<file path="config.mk">
export PLATFORM = sky130hd
export DESIGN_NAME = wprot_sequencer
export DESIGN_NICKNAME = d
export VERILOG_FILES = /design/src/rtl/wprot_sequencer.sv
export SDC_FILE = /design/constraint.sdc
export NUM_CORES = 1
export LEC_CHECK = 0
export BUFFER_PORTS_ARGS = -buffer_cell sky130_fd_sc_hd__buf_2
export CAP_MARGIN = 0
export CORE_MARGIN = 2
export CORE_UTILIZATION = 47
export CTS_BUF_LIST = sky130_fd_sc_hd__clkbuf_4 sky130_fd_sc_hd__clkbuf_8 sky130_fd_sc_hd__clkbuf_16
export DETAILED_ROUTE_END_ITERATION = 12
export PLACE_DENSITY = 0.8
export SETUP_SLACK_MARGIN = 0.15
export SLEW_MARGIN = 10
export SYNTH_ARGS = -nofsm -noshare
export SYNTH_HDL_FRONTEND = slang
export SYNTH_SLANG_ARGS = --single-unit
</file>
<file path="constraint.sdc">
create_clock -name clk -period 4.9 [get_ports clk]
set_input_delay 0.735 -clock clk [delete_from_list [all_inputs] [get_ports clk]]
set_output_delay 0.735 -clock clk [all_outputs]
set_load 0.02 [all_outputs]
</file>
<file path="src/rtl/wprot_sequencer.sv">
module wprot_sequencer #(
  parameter int AW = 15,
  parameter int DW = 8
) (
  input  logic          clk,
  input  logic          rst_n,
  input  logic          ld_valid,
  input  logic [AW-1:0] ld_addr,
  input  logic [DW-1:0] ld_data,
  input  logic          period_end,
  output logic          prot_on,
  output logic          commit_ok,
  output logic          cmd_load,
  output logic          prot_write
);
  localparam logic [AW-1:0] ADR_P = AW'(15'h5555);
  localparam logic [AW-1:0] ADR_Q = AW'(15'h2AAA);

  typedef enum logic [2:0] {ST_IDLE, ST_K1, ST_K2, ST_D3, ST_D4, ST_D5} step_t;

  step_t step, step_nx;
  logic  armed_on, armed_off, opened;
  logic  hit, fin_on, fin_off;

  wire at_p = ld_addr == ADR_P;
  wire at_q = ld_addr == ADR_Q;

  always_comb begin
    hit     = 1'b0;
    fin_on  = 1'b0;
    fin_off = 1'b0;
    step_nx = ST_IDLE;
    case (step)
      ST_IDLE: if (at_p && ld_data == 8'hAA) begin hit = 1'b1; step_nx = ST_K1; end
      ST_K1:   if (at_q && ld_data == 8'h55) begin hit = 1'b1; step_nx = ST_K2; end
      ST_K2:   if (at_p && ld_data == 8'hA0) begin hit = 1'b1; fin_on = 1'b1; end
               else if (at_p && ld_data == 8'h80) begin hit = 1'b1; step_nx = ST_D3; end
      ST_D3:   if (at_p && ld_data == 8'hAA) begin hit = 1'b1; step_nx = ST_D4; end
      ST_D4:   if (at_q && ld_data == 8'h55) begin hit = 1'b1; step_nx = ST_D5; end
      ST_D5:   if (at_p && ld_data == 8'h20) begin hit = 1'b1; fin_off = 1'b1; end
      default: ;
    endcase
  end

  assign cmd_load   = ld_valid && !opened && hit;
  assign commit_ok  = ld_valid && !cmd_load && (!prot_on || opened);
  assign prot_write = ld_valid && !cmd_load && prot_on && !opened;

  always_ff @(posedge clk) begin
    if (!rst_n) begin
      prot_on   <= 1'b0;
      step      <= ST_IDLE;
      armed_on  <= 1'b0;
      armed_off <= 1'b0;
      opened    <= 1'b0;
    end else if (period_end) begin
      if (armed_on)       prot_on <= 1'b1;
      else if (armed_off) prot_on <= 1'b0;
      step      <= ST_IDLE;
      armed_on  <= 1'b0;
      armed_off <= 1'b0;
      opened    <= 1'b0;
    end else if (ld_valid && !opened) begin
      step <= step_nx;
      if (fin_on)  begin armed_on  <= 1'b1; opened <= 1'b1; end
      if (fin_off) begin armed_off <= 1'b1; opened <= 1'b1; end
    end
  end
endmodule


</file>
Yosys cells after proc, flatten, opt, wreduce, memory -nomap -nowiden --
Index checks and enable logic that the tools add are counted.
Cells by class: equal/unequal tests 12, multiplexer cells 20, bitwise operators 1, reductions and logical operators 25
Operators with widths (number):
- == test 8 bit (second input constant) | 3
- == test 15 x 14 -> 1 bit (second input constant) | 1
- == test 15 bit (second input constant) | 1
- case mux 3 bit (5 select lines) | 1
- 2-to-1 mux 1 bit | 13
- logical AND 1 bit | 11
- == test 8 x 6 -> 1 bit (second input constant) | 1
- == test 8 x 7 -> 1 bit (second input constant) | 1
- AND reduction 2 bit | 4
- == test 3 x 2 -> 1 bit (second input constant) | 2
- == test 3 bit (second input constant) | 2
- 2-to-1 mux 2 bit | 3
- 2-to-1 mux 3 bit | 2
- OR reduction 2 bit | 3
- case mux 1 bit (4 select lines) | 1
- nonzero test 2 bit | 2
- == test 3 x 1 -> 1 bit (second input constant) | 1
- zero test 1 bit | 3
- zero test 3 bit | 1
- logical OR 1 bit | 1
- NOT 1 bit | 1
Word-level totals: bits in registers 7, word-level logic and storage cells 63

Depth between registers and ports, before layout --
Gate-level depths: netlist of run 1.
depth after elaboration 10, depth in mapped cells 6, depth with buffers taken out 5

Worst setup path after synthesis of run 1 --
No wires, ideal clock.
path kind input to output, start in ld_addr[5], end out commit_ok, arrival 1.929 ns, data required time 4.165 ns, setup slack 2.236 ns, stages on the path 4, buffers on the path 0, cell sequence and4bb_2 nand3_2 or4_4 and4b_1
On the way: cells in the longest elaborated chain, start to end 9, elaborated cells between the ends (all ways) 17, classes of those cells eq/ne (2); mux (6); reduce/logical (9)
Ends and longest elaborated chain:
- from (decl) | line 8 | input logic [AW-1:0] ld_addr,
- == test 15 bit | line 25 | wire at_p = ld_addr == ADR_P;
- logical AND 1 bit | line 37 | else if (at_p && ld_data == 8'h80) begin hit = 1'b1; step_nx = ST_D3; end
- 2-to-1 mux 1 bit | line 37
- 2-to-1 mux 1 bit | line 36 | ST_K2: if (at_p && ld_data == 8'hA0) begin hit = 1'b1; fin_on = 1'b1; end
- case mux 1 bit (4 select lines) * | line 33 | case (step)
- logical AND 1 bit * | line 45 | assign cmd_load = ld_valid && !opened && hit;
- zero test 1 bit * | line 46 | assign commit_ok = ld_valid && !cmd_load && (!prot_on || opened);
- logical AND 1 bit * (2 in series) | line 46
- to (decl) | line 12 | output logic commit_ok,
Mark *: on every way between the ends. The rest lies on a longest branch, timed or not.

Final worst setup path of run 1 --
start in ld_addr[0], end out commit_ok
The elaborated chain is that of the path after synthesis.

==> results of run 1 <==
==> final timing paths <==
path	start	endpoint	slack [ns]	cells after the start
max	ld_addr[0]	commit_ok	1.93	7
min	armed_off	armed_off	0.48	2
max reg2reg	step[1]	opened	3.49	5
min reg2reg	armed_off	armed_off	0.48	2
==> where the power goes <==
part	switching, mW	internal [mW]
Combinational	0.0120	0.0130
Sequential	0.000000000694	0.0571
Clock	0.0204	0.0365
Total	0.0324	0.107
==> layout make-up <==
type	count	area, µm²
Timing Repair Buffer	30	150
Inverter	1	3.75
Clock buffer	4	30.0
Multi-Input combinational cell	67	460
Sequential cell	7	140
Tap cell	14	17.5
Fill cell	108	354
==> per-layer routing <==
metal	global-route usage [%]	vias to the layer above
li1	-	372
met4	12.1	0
met1	31.5	322
met2	39.9	15
met5	0	-
met3	10.0	4
==> worst register-to-register path, cell delays in order (launching register included) <==
cell	delay [ns]
dfxtp_1	0.45
and4bb_2	0.33
nor2_1	0.07
nor4_1	0.29
a21oi_1	0.12
nor2_1	0.09
==> stage by stage <==
stage / std cells / utilization [%] / instance area, µm² / worst slack, ns
3_5_place_dp: 119 / 66.8 / 772 / 1.92
2_1_floorplan: 76 / - / 609 / 2.24
4_1_cts: 123 / 69.4 / 802 / 1.93
6_report: 123 / 69.4 / 802 / 1.93
3_3_place_gp: 119 / 66.8 / 772 / 1.97
5_1_grt: 123 / 69.4 / 802 / 1.78
==> registers in the layout (all words and copies together) (netlist names) <==
name and cells:
opened 1, armed_on 1, prot_on 1, armed_off 1
step 3
==> cells by family (layout without fill, tap and decap cells) <==
kind of cell           Yosys count  after routing  synth area share [%]
and+or+nand+nor                 53             53                  61.4
AOI/OAI and AO/OA               14             14                  14.2
DFF                              7              7                  23.0
buffers and inverters            2             35                  1.44
==> cell usage after synthesis <==
cell type  count  area, µm²
nor2_1         9       33.8
dfxtp_1        7        140
nand2_1        7       26.3
a21oi_1        4       20.0
and4bb_2       4       50.1
nand4_1        4       25.0
a31oi_1        3       18.8
and4b_1        3       30.0
nand3_1        3       15.0
nor2b_1        3       18.8
a22oi_1        2       15.0
and3_1         2       12.5
nand2b_1       2       12.5
nor3_1         2       10.0
nor4_1         2       12.5
nor4b_1        2       17.5
o21ai_0        2       10.0
o32ai_1        2       17.5
and4b_2        1       11.3
and4bb_1       1       12.5
clkbuf_2       1       5.00
inv_1          1       3.75
nand2_2        1       6.26
nand3_2        1       10.0
nor3_2         1       10.0
nor4b_4        1       23.8
nor4bb_1       1       10.0
o21ai_1        1       5.00
or2_2          1       6.26
or3b_1         1       8.76
or4_4          1       11.3
==> layout by cell type (no fill, tap or decap), types with 3 or more instances in the layout <==
| master | instances |
|---|---|
| nand2_1 | 7 |
| clkbuf_4 | 4 |
| and4b_1 | 3 |
| nand3_1 | 3 |
| buf_2 | 30 |
| a21oi_1 | 4 |
| nor2_1 | 9 |
| nand4_1 | 4 |
| nor2b_1 | 3 |
| and4bb_2 | 4 |
| dfxtp_1 | 7 |
| a31oi_1 | 3 |
==> flow_metrics.tcl, run 1 <==
set metrics [dict create \
    status "complete, no violations" \
    slew_viol_final 0 \
    clock_latency_ns 0.25 \
    grt_pass1_wl_um 2730 \
    cap_violations 0 \
    period_share_pct 60.6 \
    cp_slowest_cell "nor4b_1" \
    drt-total-wl_um 1580 \
    antenna_found_initial 0 \
    cts_tree "built" \
    synth_cells 76 \
    ioPinCount 31 \
    die_h_um 40.0 \
    finalWeightedCongestion 0.844 \
    ys_ff_latch 7 \
    whs_ns 0.482 \
    dp_hpwl_um 1330 \
    end_kind "output port" \
    port_buffers 30 \
    totalPowerFinal_mw 0.139 \
    postRouteAntennaNets 0 \
    first_global_vias 674 \
    fin_tns_setup_ns 0 \
    clock-skew-final_ns 0.00182 \
    top_layer "met4" \
    cts_buffer_depth 2 \
    numCtsBuffers 3 \
    antennaDiodeCount 0 \
    start_util_pct 52.7 \
    power_leakage_nw 0.322 \
    nNetsFinal 137 \
    worstMarginPinSlew_ns 0.383 \
    critical_path.cell_chain "buf_2 -> nor4b_1 -> nand2_1 -> o32ai_1 -> o21ai_1 -> and4b_1 -> buf_2" \
    ys_types 31 \
    hold_path.class "register to register" \
    cts-root-buf "clkbuf_4" \
    cts_hold_buf 0 \
    wl_met3_um 77 \
    drt_iter0_markers 12 \
    syn_to_final_growth_pct 31.6 \
    drt-wirelength-per-cell_um 12.8 \
    cts_resized 0 \
    drtPass1Iterations 4 \
    post-cts-setup-buffers 0 \
    path_common_cell "buf_2" \
    overflow 0 \
    final.min_clock_period_ns 2.97 \
    core_area_um2 1160 \
    synthesis.area_um2 609 \
    maxSlewHeadroom_pct 74.2 \
    setup_viol 0 \
    syn-num-nets 103 \
    path_class "input port to output port" \
    htree_levels 1 \
    grt_max_degree 10 \
    drc 0 \
    gr-usage-all-layers_pct 26.0 \
    clk_pin_slew_worst_paths_ns 0.05 \
    synth.avg_cell_area_um2 8.02 \
    drive_gt1_share_pct 41.3 \
    path_delay_family "simple AND/OR/NAND/NOR gates" \
    crit_buf_inv 2 \
    wl_met2_um 720 \
    timing.fmax_mhz 337 \
    power_density_nw_per_um2 173 \
    yosysSeqAreaShare_pct 23.0 \
    worstPathMaxFanout 3 \
    wl_met1_um 758 \
    finalHoldViolCount 0 \
    die_x_um 40.0 \
    rsz0062_at_grt "no" \
    slowest_delay_ns 0.39 \
    std_cell_rows 12 \
    synthesis.yosys.warnings 0 \
    cp-start-kind "input port" \
    vias_per_cell 5.80 \
    vias 713 \
    cts.sinks 7 \
    cp_data_arrival_time_ns 2.23 \
    irDropWorstVdd_uv 99.4 \
    required_ns 4.16 \
    dieArea_um2 1600 \
]
Power figures use the tool's default switching activity.
==> run 2, diff against run 1 <==
--- a/config.mk
+++ b/config.mk
@@ -8,10 +8,10 @@
 export BUFFER_PORTS_ARGS = -buffer_cell sky130_fd_sc_hd__buf_2
 export CAP_MARGIN = 0
 export CORE_MARGIN = 2
-export CORE_UTILIZATION = 47
+export CORE_UTILIZATION = 43
 export CTS_BUF_LIST = sky130_fd_sc_hd__clkbuf_4 sky130_fd_sc_hd__clkbuf_8 sky130_fd_sc_hd__clkbuf_16
 export DETAILED_ROUTE_END_ITERATION = 12
-export PLACE_DENSITY = 0.8
+export PLACE_DENSITY = 0.74
 export SETUP_SLACK_MARGIN = 0.15
 export SLEW_MARGIN = 10
 export SYNTH_ARGS = -nofsm -noshare
==> constraint.sdc (replaced) <==
create_clock -name clk -period 3 [get_ports clk]
set_input_delay 0.45 -clock clk [delete_from_list [all_inputs] [get_ports clk]]
set_output_delay 0.45 -clock clk [all_outputs]
set_load 0.02 [all_outputs]
==> flow_metrics.tcl, run 2 (synthesized netlist as in run 1, its figures left out) <==
set metrics [dict create \
    grt_pass1_wl_um 2590 \
    r2r-start "step[1]" \
    cts-root-buf "clkbuf_4" \
    finalHoldViolCount 0 \
    drt-total-wl_um 1620 \
    final.min_clock_period_ns 2.47 \
    layout_commonest_cell "buf_2" \
    cap_violations 0 \
    status "complete, no violations" \
    largest_reg_flops 3 \
    cts.sinks 7 \
    period_share_pct 82.2 \
    std_cell_rows 13 \
    die_h_um 41.6 \
    drtPass1Iterations 4 \
    core_area_um2 1320 \
    gr-usage-all-layers_pct 19.1 \
    cts_tree "built" \
    hold_end "prot_on" \
    rsz0062_at_grt "no" \
    worstMarginPinSlew_ns 0.465 \
    crit_buf_inv 1 \
    first_global_vias 644 \
    slowest_delay_ns 0.47 \
    clk_pin_slew_worst_paths_ns 0.05 \
    dp_slack_ns 0.592 \
    cp-start-kind "register" \
    clock-skew-final_ns 0.00240 \
    min_delay_path_depth 2 \
    maxSlewHeadroom_pct 68.7 \
    totalPowerFinal_mw 0.227 \
    die_x_um 41.6 \
    ioPinCount 31 \
    numCtsBuffers 3 \
    irDropWorstVdd_uv 187 \
    reg2regPathDepth 5 \
    cp_data_arrival_time_ns 2.02 \
    antennaDiodeCount 0 \
    finalWeightedCongestion 0.805 \
    drc 0 \
    timing.fmax_mhz 406 \
    port_buffers 30 \
    vias_per_cell 5.77 \
    setup_viol 0 \
    rrSetupSlack_ns 1.51 \
    required_ns 2.55 \
    htree_levels 1 \
    vias 716 \
    cts_resized 0 \
    placed_cell_area_um2 773 \
    fin_util_pct 61.0 \
    power_density_nw_per_um2 283 \
    final_area_um2 803 \
    cp_slowest_cell "dfxtp_1" \
    power_leakage_nw 0.322 \
    antenna_found_initial 0 \
    largest-register "step" \
    post-cts-setup-buffers 0 \
    start_util_pct 46.2 \
    cts_hold_buf 0 \
    holdCritStartpoint "rst_n" \
    dieArea_um2 1730 \
    fill_cells 123 \
    slew_viol_final 0 \
    path_class "register to output port" \
    critical_path.cell_chain "and4bb_2 -> nor2_1 -> nor4_1 -> o21ai_1 -> and4b_1 -> buf_2" \
    end_kind "output port" \
    r2r_end "opened" \
    syn_to_final_growth_pct 31.8 \
    worstPathMaxFanout 9 \
    nNetsFinal 137 \
    drt-wirelength-per-cell_um 13.1 \
    fin_tns_setup_ns 0 \
    postRouteAntennaNets 0 \
    clock_latency_ns 0.25 \
    hold_path.class "input port to register" \
    drt_iter0_markers 31 \
    dp_hpwl_um 1300 \
    path_delay_family "simple AND/OR/NAND/NOR gates" \
    final_cell_mix "30 x buf_2, 9 x nor2_1, 7 x nand2_1, 7 x dfxtp_1" \
    timing.final.ws_setup_ns 0.534 \
    grt_max_degree 10 \
    overflow 0 \
    drive_gt1_share_pct 41.3 \
    cts_buffer_depth 2 \
]
run 2: where the power goes:
| group | internal (mW) | leakage [nW] | switching, mW |
|---|---|---|---|
| clock network | 0.0597 | 0.0184 | 0.0339 |
| registers | 0.0931 | 0.0563 | 0.00000000128 |
| logic | 0.0212 | 0.247 | 0.0193 |
| total | 0.174 | 0.322 | 0.0532 |
run 2: worst max-delay path by stage:
stage               start         to  slack [ns]  cells past startpoint
6_report          step[1]  commit_ok        0.53                      6
5_1_grt           step[1]  commit_ok        0.44                      6
4_1_cts        ld_data[4]  commit_ok        0.57                      7
3_5_place_dp   ld_data[4]  commit_ok        0.59                      7
3_3_place_gp   ld_data[4]  commit_ok        0.60                      7
2_1_floorplan  ld_addr[5]  commit_ok        0.91                      4
run 2: metrics by stage:
step                hold slack, ns  instances
floorplan                    0.437         76
global placement             0.463        120
detailed placement           0.468        120
CTS                          0.436        124
global route                 0.433        124
finish                       0.435        124
run 2: area by class of cell:
type	instances	area [µm²]	share of cell area, %
Clock buffer	4	30.0	3.74
Tap cell	15	18.8	2.34
Sequential cell	7	140	17.4
Inverter	1	3.75	0.467
Timing Repair Buffer	30	150	18.7
Multi-Input combinational cell	67	460	57.3
run 2: per-layer routing:
metal	track usage, %	wire length [µm]	up-vias
li1	-	-	366
met1	23.1	704	317
met2	32.5	796	33
met3	7.83	121	0
met4	1.94	0	0
met5	0	0	-
